`src/rtl/rxq_pkg.sv`:
```
package rxq_pkg;
    typedef enum logic [1:0] {
        RX_EMPTY = 2'd0,
        RX_HELD  = 2'd1,
        RX_BOTH  = 2'd2,
        RX_SHIFT = 2'd3
    } rxq_state_e;
endpackage

```
`src/rtl/rxq_hit_encoder.sv`:
```
module rxq_hit_encoder #(
    parameter int NFILT = 8,
    localparam int HIT_W = (NFILT > 1) ? $clog2(NFILT) : 1
) (
    input  logic [NFILT-1:0] hit,
    output logic             any,
    output logic [HIT_W-1:0] idx
);
    always_comb begin
        idx = '0;
        for (int i = NFILT - 1; i >= 0; i--) begin
            if (hit[i]) idx = HIT_W'(i);
        end
    end
    assign any = |hit;

    // the encoded index always names a matching filter
    always_comb begin
        if (any) assert_idx_is_hit_R10: assert (hit[idx]);
    end
endmodule

```
`src/rtl/rxq_slot.sv`:
```
module rxq_slot #(
    parameter int W = 8
) (
    input  logic         clk,
    input  logic         rst_n,
    input  logic         load,
    input  logic [W-1:0] din,
    output logic [W-1:0] q
);
    always_ff @(posedge clk or negedge rst_n) begin
        if (!rst_n)    q <= '0;
        else if (load) q <= din;
    end
endmodule

```
`src/rtl/rxq_ctrl.sv`:
```
module rxq_ctrl
    import rxq_pkg::*;
(
    input  logic clk,
    input  logic rst_n,
    input  logic accept,
    input  logic release_req,
    input  logic ovr_clear,
    output logic fg_load,
    output logic fg_from_bg,
    output logic bg_load,
    output logic promote,
    output logic rx_full,
    output logic ovr_flag
);
    rxq_state_e st_q, st_d;
    logic       ovr_set;
    logic       ovr_q;

    // state register
    always_ff @(posedge clk or negedge rst_n) begin
        if (!rst_n) st_q <= RX_EMPTY;
        else        st_q <= st_d;
    end

    // next state and buffer controls
    always_comb begin
        st_d       = st_q;
        fg_load    = 1'b0;
        fg_from_bg = 1'b0;
        bg_load    = 1'b0;
        ovr_set    = 1'b0;
        unique case (st_q)
            RX_EMPTY: begin
                if (accept) begin
                    fg_load = 1'b1;
                    st_d    = RX_HELD;
                end
            end
            RX_HELD: begin
                if (release_req && accept) begin
                    fg_load = 1'b1;
                end else if (release_req) begin
                    st_d = RX_EMPTY;
                end else if (accept) begin
                    bg_load = 1'b1;
                    st_d    = RX_BOTH;
                end
            end
            RX_BOTH: begin
                if (accept)      ovr_set = 1'b1;
                if (release_req) st_d    = RX_SHIFT;
            end
            RX_SHIFT: begin
                fg_load    = 1'b1;
                fg_from_bg = 1'b1;
                if (accept) begin
                    bg_load = 1'b1;
                    st_d    = RX_BOTH;
                end else begin
                    st_d = RX_HELD;
                end
            end
            default: st_d = RX_EMPTY;
        endcase
    end

    always_ff @(posedge clk or negedge rst_n) begin
        if (!rst_n)         ovr_q <= 1'b0;
        else if (ovr_set)   ovr_q <= 1'b1;
        else if (ovr_clear) ovr_q <= 1'b0;
    end

    // outputs
    always_comb begin
        rx_full  = (st_q == RX_HELD) || (st_q == RX_BOTH);
        promote  = (st_q == RX_SHIFT);
        ovr_flag = ovr_q;
    end

    assert_fill_from_empty_R2: assert property (@(posedge clk) disable iff (!rst_n)
        (st_q == RX_EMPTY && accept) |=> rx_full);
    assert_overrun_sets_R7: assert property (@(posedge clk) disable iff (!rst_n)
        (st_q == RX_BOTH && accept) |=> ovr_flag);
    assert_ovr_sticky_R8: assert property (@(posedge clk) disable iff (!rst_n)
        (ovr_flag && !ovr_clear) |=> ovr_flag);
    assert_shift_gap_R6: assert property (@(posedge clk) disable iff (!rst_n)
        (st_q == RX_BOTH && release_req) |=> (!rx_full ##1 rx_full));
    assert_release_empties_R5: assert property (@(posedge clk) disable iff (!rst_n)
        (st_q == RX_HELD && release_req && !accept) |=> !rx_full);
endmodule

```
`src/rtl/rxq_dual_buffer.sv`:
```
module rxq_dual_buffer #(
    parameter int ID_W   = 29,
    parameter int STD_W  = 11,
    parameter int NBYTES = 8,
    parameter int NFILT  = 8,
    localparam int HIT_W  = (NFILT > 1) ? $clog2(NFILT) : 1,
    localparam int DATA_W = 8 * NBYTES,
    localparam int FRM_W  = HIT_W + 1 + 1 + 4 + DATA_W + ID_W
) (
    input  logic              clk,
    input  logic              rst_n,
    input  logic              in_valid,
    input  logic [ID_W-1:0]   in_id,
    input  logic              in_ext,
    input  logic              in_rtr,
    input  logic [3:0]        in_dlc,
    input  logic [DATA_W-1:0] in_data,
    input  logic [NFILT-1:0]  in_hit,
    input  logic              cpu_release,
    input  logic              ovr_clear,
    input  logic              rxf_ie,
    input  logic              ovr_ie,
    output logic              rx_full,
    output logic              ovr_flag,
    output logic              irq_rx,
    output logic              irq_ovr,
    output logic [ID_W-1:0]   fg_id,
    output logic              fg_ext,
    output logic              fg_rtr,
    output logic [3:0]        fg_dlc,
    output logic [DATA_W-1:0] fg_data,
    output logic [HIT_W-1:0]  fg_hit_idx
);
    logic             hit_any;
    logic [HIT_W-1:0] hit_idx;
    logic             accept;
    logic             fg_load, fg_from_bg, bg_load, promote;
    logic [ID_W-1:0]  id_kept;
    logic [FRM_W-1:0] in_word, bg_q, fg_d, fg_q;

    rxq_hit_encoder #(.NFILT(NFILT)) u_enc (
        .hit (in_hit),
        .any (hit_any),
        .idx (hit_idx)
    );

    assign accept = in_valid && hit_any;

    // standard identifiers keep only their low bits
    for (genvar b = 0; b < ID_W; b++) begin : g_idmask
        if (b < STD_W) begin : g_low
            assign id_kept[b] = in_id[b];
        end else begin : g_high
            assign id_kept[b] = in_id[b] & in_ext;
        end
    end

    assign in_word = {hit_idx, in_ext, in_rtr, in_dlc, in_data, id_kept};
    assign fg_d    = fg_from_bg ? bg_q : in_word;

    rxq_ctrl u_ctrl (
        .clk         (clk),
        .rst_n       (rst_n),
        .accept      (accept),
        .release_req (cpu_release),
        .ovr_clear   (ovr_clear),
        .fg_load     (fg_load),
        .fg_from_bg  (fg_from_bg),
        .bg_load     (bg_load),
        .promote     (promote),
        .rx_full     (rx_full),
        .ovr_flag    (ovr_flag)
    );

    rxq_slot #(.W(FRM_W)) u_bg (
        .clk (clk), .rst_n (rst_n), .load (bg_load), .din (in_word), .q (bg_q)
    );
    rxq_slot #(.W(FRM_W)) u_fg (
        .clk (clk), .rst_n (rst_n), .load (fg_load), .din (fg_d), .q (fg_q)
    );

    assign {fg_hit_idx, fg_ext, fg_rtr, fg_dlc, fg_data, fg_id} = fg_q;
    assign irq_rx  = rx_full && rxf_ie;
    assign irq_ovr = ovr_flag && ovr_ie;

    assert_nomatch_ignored_R3: assert property (@(posedge clk) disable iff (!rst_n)
        (in_valid && !(|in_hit) && !cpu_release && !ovr_clear && !promote)
        |=> ($stable(rx_full) && $stable(ovr_flag) && $stable(fg_data)));
endmodule

```
`config.mk`:
```
export PLATFORM = sky130hd
export DESIGN_NAME = rxq_dual_buffer
export DESIGN_NICKNAME = d
export VERILOG_FILES = /design/src/rtl/rxq_pkg.sv /design/src/rtl/rxq_hit_encoder.sv /design/src/rtl/rxq_slot.sv /design/src/rtl/rxq_ctrl.sv /design/src/rtl/rxq_dual_buffer.sv
export SDC_FILE = /design/constraint.sdc
export NUM_CORES = 1
export LEC_CHECK = 0
export BUFFER_PORTS_ARGS = -buffer_cell sky130_fd_sc_hd__buf_2
export CORE_MARGIN = 2
export CORE_UTILIZATION = 49
export DETAILED_ROUTE_END_ITERATION = 6
export GPL_TIMING_DRIVEN = 0
export PLACE_DENSITY = 0.75
export SLEW_MARGIN = 10
export SYNTH_ARGS = -nofsm -noshare
export SYNTH_HDL_FRONTEND = slang
export SYNTH_SLANG_ARGS = --single-unit
```
`constraint.sdc`:
```
create_clock -name clk -period 4.7 [get_ports clk]
set_input_delay 0.235 -clock clk [delete_from_list [all_inputs] [get_ports clk]]
set_output_delay 0.235 -clock clk [all_outputs]
set_load 0.01 [all_outputs]
```
==> flow_metrics.py <==
metrics = {
    "outcome": {
        "status": "complete, no violations",
    },
    "worst_setup_path": {
        "path_class": "reg2reg",
        "r2r_end": "u_bg.q[100]",
        "ff2ff_path_depth": 7,
        "cp_max_fo": 10,
        "r2r_setup_slack_ns": 1.73,
        "startpoint": "u_ctrl.st_q[0]",
        "worstPathRequired_ns": 5.13,
        "cp-end-kind": "flop",
        "regToRegStartpoint": "u_ctrl.st_q[0]",
        "worstPathArrival_ns": 3.40,
        "startpoint_type": "flop",
    },
    "logic_synthesis": {
        "synth.ff_latch_count": 207,
        "synth_largest_area_cell": "dfrtp_1",
        "synthesis.area_sq_mm": 0.00950,
        "synth_nets": 780,
        "syn_area_per_cell_sq_um": 14.4,
        "syn_inst": 661,
        "synth_cell_types": 33,
        "ys_top_cells_by_area": "dfrtp_1, mux2_2, mux2_4, nand2_1, o21ai_0",
        "synth_top_area_share_pct": 54.5,
        "synth_warnings": 0,
        "seq_area_frac_synth_pct": 54.5,
    },
    "place": {
        "place_area_sq_mm": 0.0110,
        "portBuffers": 218,
        "gp_congestion": 0.771,
        "hpwl_mm": 14.3,
    },
    "floorplanning": {
        "core_sq_mm": 0.0189,
        "dieArea_sq_mm": 0.0205,
        "rows": 50,
        "ios": 220,
        "initial_core_util_pct": 50.3,
        "dieWidth_um": 143,
        "die_h_um": 143,
    },
    "sta": {
        "slew_headroom_pct": 53.1,
        "layout_min_cycle_time_ns": 2.97,
        "tns_ns": 0,
        "fmax_mhz": 337,
        "tightest_slew_ns": 0.704,
        "slew_violations": 0,
        "rsz0062_at_grt": "no",
        "period_share_pct": 63.2,
        "skew_ns": 0.00389,
        "hold_violations": 0,
        "setup_viol": 0,
    },
    "routing": {
        "drt_wl_total_mm": 22.4,
        "ant_nets": 0,
        "firstDrtPassIters": 6,
        "viasPerCell": 5.05,
        "drt_iter0_markers": 148,
        "drc": 0,
        "num_vias": 6427,
        "wl_per_cell_um": 17.6,
    },
    "run": {
        "cap_violations": 0,
    },
    "clock_tree": {
        "cts_sinks": 207,
        "insertion_delay_ns": 0.50,
        "clock_path_buffers": 3,
        "cts_buffers": 23,
        "htreeDepth": 1,
        "clkTransAtPathRegs_ns": 0.06,
        "tritoncts": "built",
        "cts_root_buffer": "clkbuf_16",
    },
    "power_and_ir_drop": {
        "p_total_mw": 8.32,
        "p_leak_nw": 5.94,
        "power.density_mw_per_mm2": 657,
        "ir_worst_vdd_uv": 377,
    },
    "global_route": {
        "grt_pass1_wl_mm": 35.5,
        "overflow": 0,
        "grtUsageTotal_pct": 21.8,
        "grt_max_degree": 86,
        "antenna_found_initial": 0,
        "grt_pass1_vias": 6863,
    },
    "min_path": {
        "hold_end": "u_bg.q[17]",
        "min_from": "in_id[17]",
        "holdPathStages": 3,
        "hp-class": "in2reg",
    },
    "final_layout": {
        "fin_nets": 1117,
        "area_delta_synth_final_pct": 33.3,
        "final_cell_mix": "buf_2, dfrtp_1, mux2_2",
        "fin_area_sq_mm": 0.0127,
        "drive_gt1_share_pct": 54.2,
        "layout_commonest_cell": "buf_2",
    },
}
==> logic make-up after synthesis <==
logic type	share of synthesized area, %
muxes	34.6
adders and majority gates	0.659
DFF	54.5
AOI/OAI and AO/OA	3.65
and+or+nand+nor	3.64
buffers and inverters	2.88
==> critical path: stages (launching register included) <==
cell           delay [ns]
dfrtp_1              0.42
ha_1                 0.16
clkbuf_1             0.54
o221ai_2             0.34
buf_4                0.28
buf_4                0.20
o41ai_1              0.35
dlygate4sd3_1        0.61
==> stage by stage <==
step	instances	worst slack [ns]	util, %	hold slack, ns
2_1_floorplan	661	2.58	-	-0.0606
3_3_place_gp	1139	-0.226	57.8	0.423
3_5_place_dp	1141	1.85	58.1	0.155
4_1_cts	1271	1.71	67.0	0.00154
5_1_grt	1272	1.51	67.0	0.0203
6_report	1273	1.73	67.0	0.0196
==> metal layers <==
layer / routed length (um) / global-route usage [%] / up-vias
met5: 0 / 0 / -
met4: 551 / 5.93 / 0
met3: 1370 / 5.26 / 42
met2: 10800 / 37.0 / 176
met1: 9720 / 28.0 / 3184
li1: - / - / 3025
==> what timing repair did <==
| action | 4_1_cts | 5_1_grt |
|---|---|---|
| hold buffers | 91 | 1 |
| hold endpoints to repair | 134 | 1 |
| resized for setup | 0 | 0 |
| buffers inserted | 0 | 0 |
==> synthesized netlist by cell type <==
cell         n
a211o_1      1
a211oi_1     2
a21oi_1      2
a21oi_2      1
a2bb2oi_1    1
and2_1       4
buf_1        2
buf_2        9
buf_4        6
buf_6        9
clkbuf_1    14
dfrtp_1    207
ha_1         5
inv_1        6
mux2_2     186
mux2_4      79
mux2i_1      1
nand2_1     60
nand2b_1     3
nor2_1       5
nor2b_1      3
nor3_1       2
nor4_1       1
o211ai_1     1
o21a_1       1
o21ai_0     40
o21ai_4      1
o221ai_2     1
o22ai_1      2
o31a_1       1
o32a_1       1
o41ai_1      2
or4_4        2
==> layout make-up <==
class / instances / area [sq um]
fillers: 1372 / 6230
well taps: 260 / 325
diodes: 1 / 2.50
inverters: 6 / 22.5
multi-input cells: 408 / 4050
flip-flops and latches: 207 / 5180
plain buffers: 40 / 251
clock buffers: 35 / 691
clock inverters: 4 / 70.1
repair buffers: 312 / 2080
==> worst max path at each step <==
stage / endpoint / slack, ns / cells past startpoint
2_1_floorplan: u_fg.q[91] / 2.58 / 6
3_3_place_gp: u_fg.q[45] / -0.23 / 1
3_5_place_dp: u_fg.q[79] / 1.85 / 6
4_1_cts: u_bg.q[100] / 1.71 / 7
5_1_grt: u_bg.q[100] / 1.51 / 7
6_report: u_bg.q[100] / 1.73 / 7
==> where the power goes <==
group | switching (mW) | leakage, nW | internal (mW)
Combinational | 1.43 | 3.06 | 1.95
Sequential | 0.447 | 2.50 | 2.68
Clock | 0.693 | 0.376 | 1.11
==> flip-flops by register name, indices dropped and copies added (netlist names) <==
name / cells
u_ctrl.st_q: 2
u_bg.q: 102
u_ctrl.ovr_flag: 1
u_fg.q: 102
Note: power is estimated with default switching activity, not from simulation.
